[src/rtl/cs_pkg.sv]
package cs_pkg;

  localparam int BUS_W   = 32;
  localparam int CMP_LSB = 15;
  localparam int CMP_W   = BUS_W - CMP_LSB;
  localparam int SCY_W   = 4;
  localparam int CNT_W   = SCY_W + 3;

  typedef struct packed {
    logic [CMP_W-1:0] addr;
    logic [1:0]       psize;
    logic [1:0]       msel;
    logic             vld;
  } base_t;

  typedef struct packed {
    logic [CMP_W-1:0] mask;
    logic             late_neg;
    logic [1:0]       setup;
    logic             no_burst;
    logic [SCY_W-1:0] waits;
    logic             ext_mode;
    logic             relax;
    logic             bank_gap;
  } opt_t;

  typedef enum logic [1:0] {
    ST_IDLE,
    ST_GAP,
    ST_ACC,
    ST_MISS
  } seq_state_e;

  function automatic base_t unpack_base(input logic [BUS_W-1:0] w);
    base_t b;
    b.addr  = w[BUS_W-1:CMP_LSB];
    b.psize = w[11:10];
    b.msel  = w[7:6];
    b.vld   = w[0];
    return b;
  endfunction

  function automatic opt_t unpack_opt(input logic [BUS_W-1:0] w);
    opt_t o;
    o.mask     = w[BUS_W-1:CMP_LSB];
    o.late_neg = w[11];
    o.setup    = w[10:9];
    o.no_burst = w[8];
    o.waits    = w[7:4];
    o.ext_mode = w[3];
    o.relax    = w[2];
    o.bank_gap = w[1];
    return o;
  endfunction

endpackage

[src/rtl/cs_bank_regs.sv]
module cs_bank_regs
  import cs_pkg::*;
#(
  parameter int NBANK  = 6,
  parameter int BANK_W = $clog2(NBANK)
) (
  input  logic                    clk,
  input  logic                    rst_n,
  input  logic                    reg_we,
  input  logic [BANK_W:0]         reg_sel,
  input  logic [BUS_W-1:0]        reg_wdata,
  output base_t [NBANK-1:0]       base_arr,
  output opt_t  [NBANK-1:0]       opt_arr
);

  base_t wr_base;
  opt_t  wr_opt;
  logic  unused_wbits;

  assign wr_base = unpack_base(reg_wdata);
  assign wr_opt  = unpack_opt(reg_wdata);
  assign unused_wbits = ^{reg_wdata[14:12], reg_wdata[0], reg_wdata[9:8],
                          reg_wdata[5:1]};

  for (genvar i = 0; i < NBANK; i++) begin : g_bank
    logic hit_bank;
    assign hit_bank = reg_we && (reg_sel[BANK_W:1] == BANK_W'(i));

    always_ff @(posedge clk or negedge rst_n) begin
      if (!rst_n) begin
        base_arr[i] <= '0;
        opt_arr[i]  <= '0;
      end else if (hit_bank) begin
        if (reg_sel[0]) opt_arr[i]  <= wr_opt;
        else            base_arr[i] <= wr_base;
      end
    end
  end

endmodule

[src/rtl/cs_addr_match.sv]
module cs_addr_match
  import cs_pkg::*;
#(
  parameter int NBANK  = 6,
  parameter int BANK_W = $clog2(NBANK)
) (
  input  logic [BUS_W-1:0]  req_addr,
  input  base_t [NBANK-1:0] base_arr,
  input  opt_t  [NBANK-1:0] opt_arr,
  output logic              hit,
  output logic [BANK_W-1:0] hit_idx,
  output logic [1:0]        sel_ps,
  output opt_t              sel_opt
);

  logic [NBANK-1:0] claim;
  logic [CMP_LSB-1:0] unused_lo;

  assign unused_lo = req_addr[CMP_LSB-1:0];

  for (genvar i = 0; i < NBANK; i++) begin : g_cmp
    assign claim[i] = base_arr[i].vld && (base_arr[i].msel == 2'd0) &&
                      (((req_addr[BUS_W-1:CMP_LSB] ^ base_arr[i].addr) &
                        opt_arr[i].mask) == '0);
  end

  always_comb begin
    hit     = 1'b0;
    hit_idx = '0;
    for (int i = NBANK - 1; i >= 0; i--) begin
      if (claim[i]) begin
        hit     = 1'b1;
        hit_idx = BANK_W'(i);
      end
    end
  end

  assign sel_ps  = base_arr[hit_idx].psize;
  assign sel_opt = opt_arr[hit_idx];

endmodule

[src/rtl/cs_access_seq.sv]
module cs_access_seq
  import cs_pkg::*;
#(
  parameter int NBANK   = 6,
  parameter int BANK_W  = $clog2(NBANK),
  parameter int TIMEOUT = 16
) (
  input  logic              clk,
  input  logic              rst_n,
  input  logic              req_valid,
  input  logic              req_write,
  input  logic              hit,
  input  logic [BANK_W-1:0] hit_idx,
  input  logic [1:0]        sel_ps,
  input  opt_t              sel_opt,
  input  logic              ext_ack,
  output logic              req_ready,
  output logic              cs_act,
  output logic [BANK_W-1:0] cs_idx,
  output logic              oe_act,
  output logic              we_act,
  output logic [1:0]        ps_o,
  output logic              bih_o,
  output logic              ack_o,
  output logic              err_o
);

  localparam int TMO_W = $clog2(TIMEOUT + 1);

  seq_state_e         state;
  logic [CNT_W-1:0]   cnt;
  logic [CNT_W-1:0]   last_q;
  logic [1:0]         dly_q;
  logic [TMO_W-1:0]   tmo;
  logic               wr_q, neg_q, ext_q, seta_q;
  logic               have_prev;
  logic [BANK_W-1:0]  prev_idx;
  logic [SCY_W:0]     eff_waits;
  logic               unused_mask;
  logic               on, at_end, ext_done, tmo_hit;

  assign unused_mask = ^sel_opt.mask;
  assign eff_waits   = sel_opt.relax ? {sel_opt.waits, 1'b0} : {1'b0, sel_opt.waits};

  assign req_ready = (state == ST_IDLE);
  assign on        = (state == ST_ACC) && (cnt >= CNT_W'(dly_q));
  assign at_end    = !seta_q && (cnt == last_q);
  assign ext_done  = seta_q && ext_q && (cnt >= CNT_W'(3));
  assign tmo_hit   = (tmo == TMO_W'(TIMEOUT - 1));

  assign ack_o  = (state == ST_ACC) && (at_end || ext_done);
  assign err_o  = ((state == ST_MISS) && tmo_hit) ||
                  ((state == ST_ACC) && seta_q && !ext_done && tmo_hit);
  assign cs_act = on && !(neg_q && at_end);
  assign we_act = cs_act && wr_q;
  assign oe_act = on && !wr_q;

  always_ff @(posedge clk or negedge rst_n) begin
    if (!rst_n) begin
      state     <= ST_IDLE;
      cnt       <= '0;
      last_q    <= '0;
      dly_q     <= '0;
      tmo       <= '0;
      wr_q      <= 1'b0;
      neg_q     <= 1'b0;
      ext_q     <= 1'b0;
      seta_q    <= 1'b0;
      have_prev <= 1'b0;
      prev_idx  <= '0;
      cs_idx    <= '0;
      ps_o      <= '0;
      bih_o     <= 1'b0;
    end else begin
      ext_q <= ext_ack;
      unique case (state)
        ST_IDLE: begin
          if (req_valid) begin
            cnt    <= '0;
            tmo    <= '0;
            wr_q   <= req_write;
            cs_idx <= hit_idx;
            ps_o   <= sel_ps;
            bih_o  <= sel_opt.no_burst;
            neg_q  <= sel_opt.late_neg;
            seta_q <= sel_opt.ext_mode;
            last_q <= {eff_waits, 2'b11};
            dly_q  <= (sel_opt.setup == 2'd3) ? 2'd2 :
                      (sel_opt.setup == 2'd2) ? 2'd1 : 2'd0;
            if (!hit)
              state <= ST_MISS;
            else if (sel_opt.bank_gap && have_prev && (prev_idx != hit_idx))
              state <= ST_GAP;
            else
              state <= ST_ACC;
          end
        end
        ST_GAP: begin
          if (cnt == CNT_W'(3)) begin
            cnt   <= '0;
            state <= ST_ACC;
          end else begin
            cnt <= cnt + 1'b1;
          end
        end
        ST_ACC: begin
          if (cnt != '1) cnt <= cnt + 1'b1;
          if (seta_q) tmo <= tmo + 1'b1;
          if (ack_o) begin
            state     <= ST_IDLE;
            have_prev <= 1'b1;
            prev_idx  <= cs_idx;
          end else if (err_o) begin
            state <= ST_IDLE;
          end
        end
        ST_MISS: begin
          tmo <= tmo + 1'b1;
          if (err_o) state <= ST_IDLE;
        end
        default: state <= ST_IDLE;
      endcase
    end
  end

  // every acknowledge returns the sequencer to idle on the next tick
  p_ack_then_idle_r3: assert property (@(posedge clk) disable iff (!rst_n)
    ack_o |=> req_ready);

  // the bank-change gap lasts exactly four ticks before the access
  p_gap_len_r8: assert property (@(posedge clk) disable iff (!rst_n)
    (state == ST_GAP && cnt == CNT_W'(3)) |=> (state == ST_ACC && cnt == '0));

endmodule

[src/rtl/cs_timing_ctrl.sv]
module cs_timing_ctrl
  import cs_pkg::*;
#(
  parameter int NBANK   = 6,
  parameter int TIMEOUT = 16,
  localparam int BANK_W = $clog2(NBANK)
) (
  input  logic              clk,
  input  logic              rst_n,
  input  logic              reg_we,
  input  logic [BANK_W:0]   reg_sel,
  input  logic [31:0]       reg_wdata,
  input  logic              req_valid,
  output logic              req_ready,
  input  logic [31:0]       req_addr,
  input  logic              req_write,
  input  logic              ext_ack,
  output logic [NBANK-1:0]  cs_n,
  output logic              oe_n,
  output logic              we_n,
  output logic [1:0]        port_size,
  output logic              burst_inh,
  output logic              bus_ack,
  output logic              bus_err
);

  base_t [NBANK-1:0] base_arr;
  opt_t  [NBANK-1:0] opt_arr;
  logic              hit;
  logic [BANK_W-1:0] hit_idx;
  logic [1:0]        sel_ps;
  opt_t              sel_opt;
  logic              cs_act, oe_act, we_act;
  logic [BANK_W-1:0] cs_idx;

  cs_bank_regs #(.NBANK(NBANK), .BANK_W(BANK_W)) u_regs (
    .clk(clk), .rst_n(rst_n), .reg_we(reg_we), .reg_sel(reg_sel),
    .reg_wdata(reg_wdata), .base_arr(base_arr), .opt_arr(opt_arr)
  );

  cs_addr_match #(.NBANK(NBANK), .BANK_W(BANK_W)) u_match (
    .req_addr(req_addr), .base_arr(base_arr), .opt_arr(opt_arr),
    .hit(hit), .hit_idx(hit_idx), .sel_ps(sel_ps), .sel_opt(sel_opt)
  );

  cs_access_seq #(.NBANK(NBANK), .BANK_W(BANK_W), .TIMEOUT(TIMEOUT)) u_seq (
    .clk(clk), .rst_n(rst_n), .req_valid(req_valid), .req_write(req_write),
    .hit(hit), .hit_idx(hit_idx), .sel_ps(sel_ps), .sel_opt(sel_opt),
    .ext_ack(ext_ack), .req_ready(req_ready), .cs_act(cs_act),
    .cs_idx(cs_idx), .oe_act(oe_act), .we_act(we_act), .ps_o(port_size),
    .bih_o(burst_inh), .ack_o(bus_ack), .err_o(bus_err)
  );

  for (genvar i = 0; i < NBANK; i++) begin : g_cs
    assign cs_n[i] = !(cs_act && (cs_idx == BANK_W'(i)));
  end

  assign oe_n = !oe_act;
  assign we_n = !we_act;

  // never more than one chip select low
  p_cs_onehot_r2: assert property (@(posedge clk) disable iff (!rst_n)
    $onehot0(~cs_n));

  // read and write strobes exclusive
  p_strobe_excl_r7: assert property (@(posedge clk) disable iff (!rst_n)
    !(!oe_n && !we_n));

  // acknowledge and error never together
  p_resp_excl_r10: assert property (@(posedge clk) disable iff (!rst_n)
    !(bus_ack && bus_err));

  // idle means no strobe and no response
  p_idle_quiet_r11: assert property (@(posedge clk) disable iff (!rst_n)
    req_ready |-> (&cs_n && oe_n && we_n && !bus_ack));

endmodule

[config.mk]
export PLATFORM = sky130hd
export DESIGN_NAME = cs_timing_ctrl
export DESIGN_NICKNAME = d
export VERILOG_FILES = /design/src/rtl/cs_pkg.sv /design/src/rtl/cs_bank_regs.sv /design/src/rtl/cs_addr_match.sv /design/src/rtl/cs_access_seq.sv /design/src/rtl/cs_timing_ctrl.sv
export SDC_FILE = /design/constraint.sdc
export NUM_CORES = 1
export LEC_CHECK = 0
export BUFFER_PORTS_ARGS = -buffer_cell sky130_fd_sc_hd__buf_2
export CAP_MARGIN = 20
export CORE_UTILIZATION = 30
export DETAILED_ROUTE_END_ITERATION = 16
export SYNTH_ARGS = -nofsm -noshare
export SYNTH_HDL_FRONTEND = slang
export SYNTH_SLANG_ARGS = --single-unit
[constraint.sdc]
create_clock -name clk -period 3.3 [get_ports clk]
set_input_delay 0.33 -clock clk [delete_from_list [all_inputs] [get_ports clk]]
set_output_delay 0.33 -clock clk [all_outputs]
set_load 0.02 [all_outputs]
; ---- Word level (Yosys, flattened, before mapping)
; Cells that the tools add are included.
[op_classes]
addsub = 2
n_lt_le_gt_ge = 3
n_eq_ne = 24
muxes = 33
n_bitwise = 13
reduce_logical = 87
[op_table]
columns = cell, n
row1 = 17-bit bitwise AND, 6
row2 = 17-bit logical NOT, 6
row3 = 17-bit bitwise XOR, 6
row4 = 28-bit binary-select mux with 3-bit select, 1
row5 = 22-bit binary-select mux with 3-bit select, 1
row6 = 1-bit logical AND, 39
row7 = 2-bit AND reduction, 15
row8 = 7-bit 2-to-1 mux, 3
row9 = 7-bit case mux with 3 select lines, 1
row10 = 5-bit 2-to-1 mux, 4
row11 = 3-bit 2-to-1 mux, 6
row12 = 5-bit case mux with 3 select lines, 1
row13 = 2-bit logical NOT, 7
row14 = 2-bit 2-to-1 mux, 7
row15 = "3-bit by 2-bit equality test with 1-bit output, second input constant", 4
row16 = "3-bit equality test, second input constant", 4
row17 = 1-bit logical NOT, 12
row18 = 11-bit 2-to-1 mux, 1
row19 = "2-bit equality test, second input constant", 4
row20 = 2-bit case mux with 4 select lines, 1
row21 = "7-bit by 1-bit adder with 7-bit output, second input constant", 1
row22 = "7-bit by 2-bit equality test with 1-bit output, second input constant", 1
row23 = 7-bit equality test, 1
row24 = 7-bit by 2-bit greater-or-equal comparator with 1-bit output, 1
row25 = 16 further kinds, 29
[totals]
register_bits = 337
inputBits = 74
output_inout_bits = 14
wordCells = 248

; ---- Logic depth before layout (Yosys ltp)
[depth]
word_depth = 18
mapped_depth = 14
ltp_nobuf = 10

; ---- Cells and area by module
; From an unflattened synthesis, not the netlist that was laid out.
[hier_totals]
cells_unflattened = 1312
hier_area_um2 = 17135.2
[modules_own_cells]
columns = mod, n_inst, cells_per_inst, area_each_um2, seq_area_each_um2
row1 = cs_bank_regs, 1, 668, 11468.5, 7507.2
row2 = cs_addr_match, 1, 449, 3648.5, 0.0
row3 = cs_access_seq, 1, 187, 1949.4, 900.9
row4 = cs_timing_ctrl, 1, 8, 68.8, 0.0

; ---- Worst setup path after synthesis
; Ideal clock, no wire load.
[synth_timing]
path_kind = input to register
start = in req_addr[19]
end = reg u_seq.state[1]
setup_time_ps = 142
arrival_time_ps = 2689
required_ps = 3158
slack_ps = 470
path_stages = 10
n_path_buf = 1
cell_sequence = buf_2 > xor2_1 > a22oi_1 > nand3_1 > or4_4 > or4_4 > a21oi_2 > a2bb2oi_1 > a2111oi_2 > a22oi_1
[synth_between]
elab_chain_len = 18
word_cells_on_any_way = 45
cone_classes = eq/ne (1) / mux (18) / bitwise (12) / reduce/logical (14)
[synth_rtl]
columns = element, line_no
row1 = start: declaration, cs_timing_ctrl.sv:15  ; input logic [31:0] req_addr,
row2 = 17-bit bitwise XOR, cs_addr_match.sv:23  ; (((req_addr[BUS_W-1:CMP_LSB] ^ base_arr[i].addr) &
row3 = 17-bit bitwise AND, cs_addr_match.sv:23
row4 = 17-bit logical NOT, cs_addr_match.sv:23
row5 = 1-bit logical AND, cs_addr_match.sv:22  ; assign claim[i] = base_arr[i].vld && (base_arr[i].msel == 2'd0) &&
row6 = 3-bit 2-to-1 mux (6 in series), cs_addr_match.sv:31  ; if (claim[i]) begin
row7 = 28-bit binary-select mux with 3-bit select, cs_addr_match.sv:39  ; assign sel_opt = opt_arr[hit_idx];
row8 = 11-bit 2-to-1 mux (not written as such), cs_addr_match.sv:39
row9 = 1-bit logical AND (2 in series), cs_access_seq.sv:92  ; else if (sel_opt.bank_gap && have_prev && (prev_idx != hit_idx))
row10 = 2-bit 2-to-1 mux, cs_access_seq.sv:92
row11 = 2-bit 2-to-1 mux *, cs_access_seq.sv:90  ; if (!hit)
row12 = 2-bit 2-to-1 mux *, cs_access_seq.sv:78  ; if (req_valid) begin
row13 = 2-bit case mux with 4 select lines *, cs_access_seq.sv:76  ; unique case (state)
row14 = end signal: assignment, cs_access_seq.sv:91  ; state <= ST_MISS;
row15 = end signal: assignment, cs_access_seq.sv:93  ; state <= ST_GAP;
row16 = end signal: assignment, cs_access_seq.sv:95  ; state <= ST_ACC;
row17 = end: declaration, cs_access_seq.sv:30  ; seq_state_e state;
; Every way passes the cells marked *; elsewhere a longest branch is shown, timed or not. The select of a mux whose other input is x is not followed.
; A chain may end at the register's enable or synchronous reset.

; ---- Final worst setup path
[layout_timing]
start = reg u_regs.base_arr[112] (netlist name)
end = reg u_seq.dly_q[0]
[layout_between]
elab_chain_len = 14
word_cells_on_any_way = 15
cone_classes = eq/ne (2) / mux (10) / reduce/logical (3)
[layout_rtl]
columns = element, line_no
row1 = 2-bit logical NOT *, cs_addr_match.sv:22
row2 = 1-bit logical AND * (2 in series), cs_addr_match.sv:22
row3 = 3-bit 2-to-1 mux * (6 in series), cs_addr_match.sv:31
row4 = 28-bit binary-select mux with 3-bit select *, cs_addr_match.sv:39
row5 = 11-bit 2-to-1 mux (not written as such) *, cs_addr_match.sv:39
row6 = 2-bit equality test, cs_access_seq.sv:89  ; (sel_opt.setup == 2'd2) ? 2'd1 : 2'd0;
row7 = 1-bit 2-to-1 mux, cs_access_seq.sv:89
row8 = 2-bit 2-to-1 mux *, cs_access_seq.sv:88  ; dly_q <= (sel_opt.setup == 2'd3) ? 2'd2 :
row9 = end signal: assignment, cs_access_seq.sv:88
row10 = end: declaration, cs_access_seq.sv:33  ; logic [1:0] dly_q;
; Marks and branches as above.

==> results.sh <==
export IMPL_final_antenna_net_count=0
export IMPL_seq_area_um2=8408
export IMPL_port_buffers=69
export IMPL_drive_above_1_share_pct=36.55
export IMPL_timing_final_crit_share_pct=94.12
export IMPL_cts_bufs_inserted=36
export IMPL_globalRouteOverflowTotal=0
export IMPL_slew_at_the_pin_with_the_worst_max_slew_slack_ps=1068
export IMPL_post_route_cell_area_um2=18460
export IMPL_standard_cell_area_after_detailed_placement_um2=17230
export IMPL_vias=10280
export IMPL_vias_in_the_first_global_route=10630
export IMPL_min_period_ps=3106
export IMPL_critical_path_type="reg2reg"
export IMPL_detail_route_iter0_violations=587
export IMPL_synthesis_yosys_warnings=0
export IMPL_ios=88
export IMPL_critPathLaunchType="flop"
export IMPL_mostFrequentLayoutCell="sky130_fd_sc_hd__dfrtp_1"
export IMPL_synthTopCellsByArea="sky130_fd_sc_hd__dfrtp_1 (53%), sky130_fd_sc_hd__mux2_2 (22%), sky130_fd_sc_hd__xor2_1 (5.7%)"
export IMPL_area_growth_synth_to_final_pct=16.49
export IMPL_summed_instance_area_of_the_synthesized_netlist_um2=15850
export IMPL_worstHoldPathType="in2reg"
export IMPL_slew_limit_headroom_pct=28.69
export IMPL_finalHoldViolCount=0
export IMPL_ys_flop_type="sky130_fd_sc_hd__dfrtp_1"
export IMPL_critical_path_max_fanout=2
export IMPL_endpoint_kind="flop"
export IMPL_fmaxAchievable_mhz=322.0
export IMPL_track_usage_pct=14.88
export IMPL_count_of_cell_types_in_the_netlist=57
export IMPL_dpl_hpwl_mm=27.36
export IMPL_yosysSeqAreaShare_pct=53.06
export IMPL_coreArea_um2=51720
export IMPL_layout_cells_non_filler=2078
export IMPL_clock_sinks=336
export IMPL_synth_ff_latch_count=336
export IMPL_routabilityCongestion=0.8604
export IMPL_maxCapViolCount=0
export IMPL_vdd_drop_max_uv=362.7
export IMPL_drt_wirelength_per_cell_um=19.01
export IMPL_h_tree_lvl_count=2
export IMPL_fillerInstances=5042
export IMPL_post_synth_inst_count=1281
export IMPL_critical_path_required_ps=3720
export IMPL_die_height_um=231.8
export IMPL_synthesis_nets=1364
export IMPL_power_per_unit_of_standard_cell_area_nw_per_um2=696.3
export IMPL_run_status="finished clean"
export IMPL_detail_route_drc_violations=0
export IMPL_synth_edff_count=0
export IMPL_power_leakage_nw=8.339
export IMPL_antennaDiodeCount=0
export IMPL_grt_antenna_before_repair=1
export IMPL_syn_avg_cell_area_um2=12.37
export IMPL_wl_mm=39.51
export IMPL_synth_largest_area_cell="sky130_fd_sc_hd__dfrtp_1"
export IMPL_final_setup_skew_ps=11.13
export IMPL_clk_root_buffer_cell="sky130_fd_sc_hd__clkbuf_16"
export IMPL_vias_per_cell=4.949
export IMPL_place_detailed_instances=2010
export IMPL_setup_tns_final_ps=0
export IMPL_arrival_time_reported_for_the_critical_path_endpoint_ps=3530
export IMPL_design_final_nets=1453
export IMPL_global_route_wire_length_before_repair_mm=61.62
export IMPL_timing_reg2reg_setup_slack_ps=190
export IMPL_synthArstFlopShare_pct=100.0
export IMPL_most_common_layout_cells="sky130_fd_sc_hd__dfrtp_1 (336), sky130_fd_sc_hd__mux2_2 (305), sky130_fd_sc_hd__nand2_1 (128), sky130_fd_sc_hd__xor2_1 (103), sky130_fd_sc_hd__buf_2 (68)"
export IMPL_worstSkewPairLatency_ps=530
export IMPL_floorplan_row_count=83
export IMPL_cts_reportedPaths_clkPinSlew_ps=60
export IMPL_setup_repair_after_global_routing_missed_its_margin="false"
export IMPL_largest_net_degree_at_the_start_of_global_routing=90
export IMPL_setup_viol=0
export IMPL_yosysTopAreaCellShare_pct=53.06
export IMPL_cts_root_to_sink_buffers=3
export IMPL_tritoncts="yes"
export IMPL_die_wd_um=231.8
export IMPL_initial_core_util_pct=30.64
export IMPL_multi_input_comb_area_um2=7083
export IMPL_total_iterations_of_the_first_detailed_routing_run=4
export IMPL_maxSlewViolCount=0
export IMPL_dieArea_um2=53750
export IMPL_layout_core_utilization_pct=35.69
## final timing paths
check / from / end / cells past startpoint
worst min-delay path: req_write / u_seq.wr_q / 2
max in group asynchronous: rst_n / u_regs.base_arr[64] / 3
worst max register to register: u_regs.base_arr[112] / u_seq.dly_q[0] / 10
min in group asynchronous: rst_n / u_seq.cnt[5] / 2
worst max-delay path: u_regs.base_arr[112] / u_seq.dly_q[0] / 10
worst min register to register: u_seq.ps_o[1] / u_seq.ps_o[1] / 2
## kinds of logic (layout without fill, tap and decap cells)
logic type,Yosys count,count (layout),synth area share [%]
flops,336,336,53.06
mux,334,334,23.58
simple gates,263,263,8.196
compound gates,138,138,5.898
xor+xnor,110,110,6.080
buf+inv,91,208,2.471
fa+ha+maj,9,9,0.7106
## layout make-up
type                    count  area share [%]
flip-flops and latches    336           45.55
clock inverters            16           1.091
repair buffers            130           4.704
clock buffers              50           5.436
inverters                  12          0.2440
multi-input cells         854           38.37
well taps                 680           4.609
## critical path, cell delays in order, from the launching register on
cell and delay [ps]:
sky130_fd_sc_hd__dfrtp_1 370, sky130_fd_sc_hd__or3b_4 460, sky130_fd_sc_hd__a21oi_1 140, sky130_fd_sc_hd__nand4_1 110, sky130_fd_sc_hd__or4_4 480, sky130_fd_sc_hd__or4_4 550, sky130_fd_sc_hd__a211o_1 300, sky130_fd_sc_hd__o211a_1 150
sky130_fd_sc_hd__nor2_1 140, sky130_fd_sc_hd__a211oi_1 70, sky130_fd_sc_hd__a22o_1 220
## state kept, by name, indices dropped and copies added, names as in the netlist
name	flops
u_regs.opt_arr	168
u_regs.base_arr	132
u_seq.cnt	7
u_seq.last_q	6
u_seq.tmo	5
u_seq.cs_idx	3
u_seq.prev_idx	3
u_seq.dly_q	2
u_seq.ps_o	2
u_seq.state	2
u_seq.bih_o	1
u_seq.ext_q	1
u_seq.have_prev	1
u_seq.neg_q	1
u_seq.seta_q	1
u_seq.wr_q	1
## routing by layer
metal | GRT usage (%) | wire [um]
met4 | 4.359 | 1026
met1 | 20.08 | 18250
met5 | 0 | 0
met3 | 2.603 | 1676
met2 | 24.26 | 18560
## where the power goes
part / switching [mW] / total [mW] / internal (mW)
Combinational: 1.56 / 3.04 / 1.48
Sequential: 0.604 / 5.72 / 5.11
Clock: 1.70 / 4.10 / 2.40
## metrics by stage
step / total power [mW] / setup slack, ps / hold slack (ps)
global route: 13.63 / 4.264 / 19.09
detailed placement: 8.832 / 68.05 / 423.9
finish: 12.85 / 194.1 / 27.36
floorplan: 7.856 / 469.6 / 34.41
CTS: 13.00 / 39.32 / 4.493
global placement: 8.695 / 81.37 / 411.2
## what timing repair did
| item | 4_1_cts | 5_1_grt |
|---|---|---|
| hold buffers | 2 | 0 |
| setup endpoints to repair | 0 | 10 |
| hold endpoints to repair | 85 | 0 |
| gates resized for setup | 0 | 2 |
| buffers inserted | 0 | 0 |
## cell usage after synthesis, drive strengths merged, types with 18 or more instances
cell	number
xor2	103
nor2	18
buf	33
nand2	129
mux2	305
o21ai	37
a21oi	18
dfrtp	336
mux2i	29
clkbuf	46
a22oi	28
nand4	41
Power figures use the tool's default switching activity.
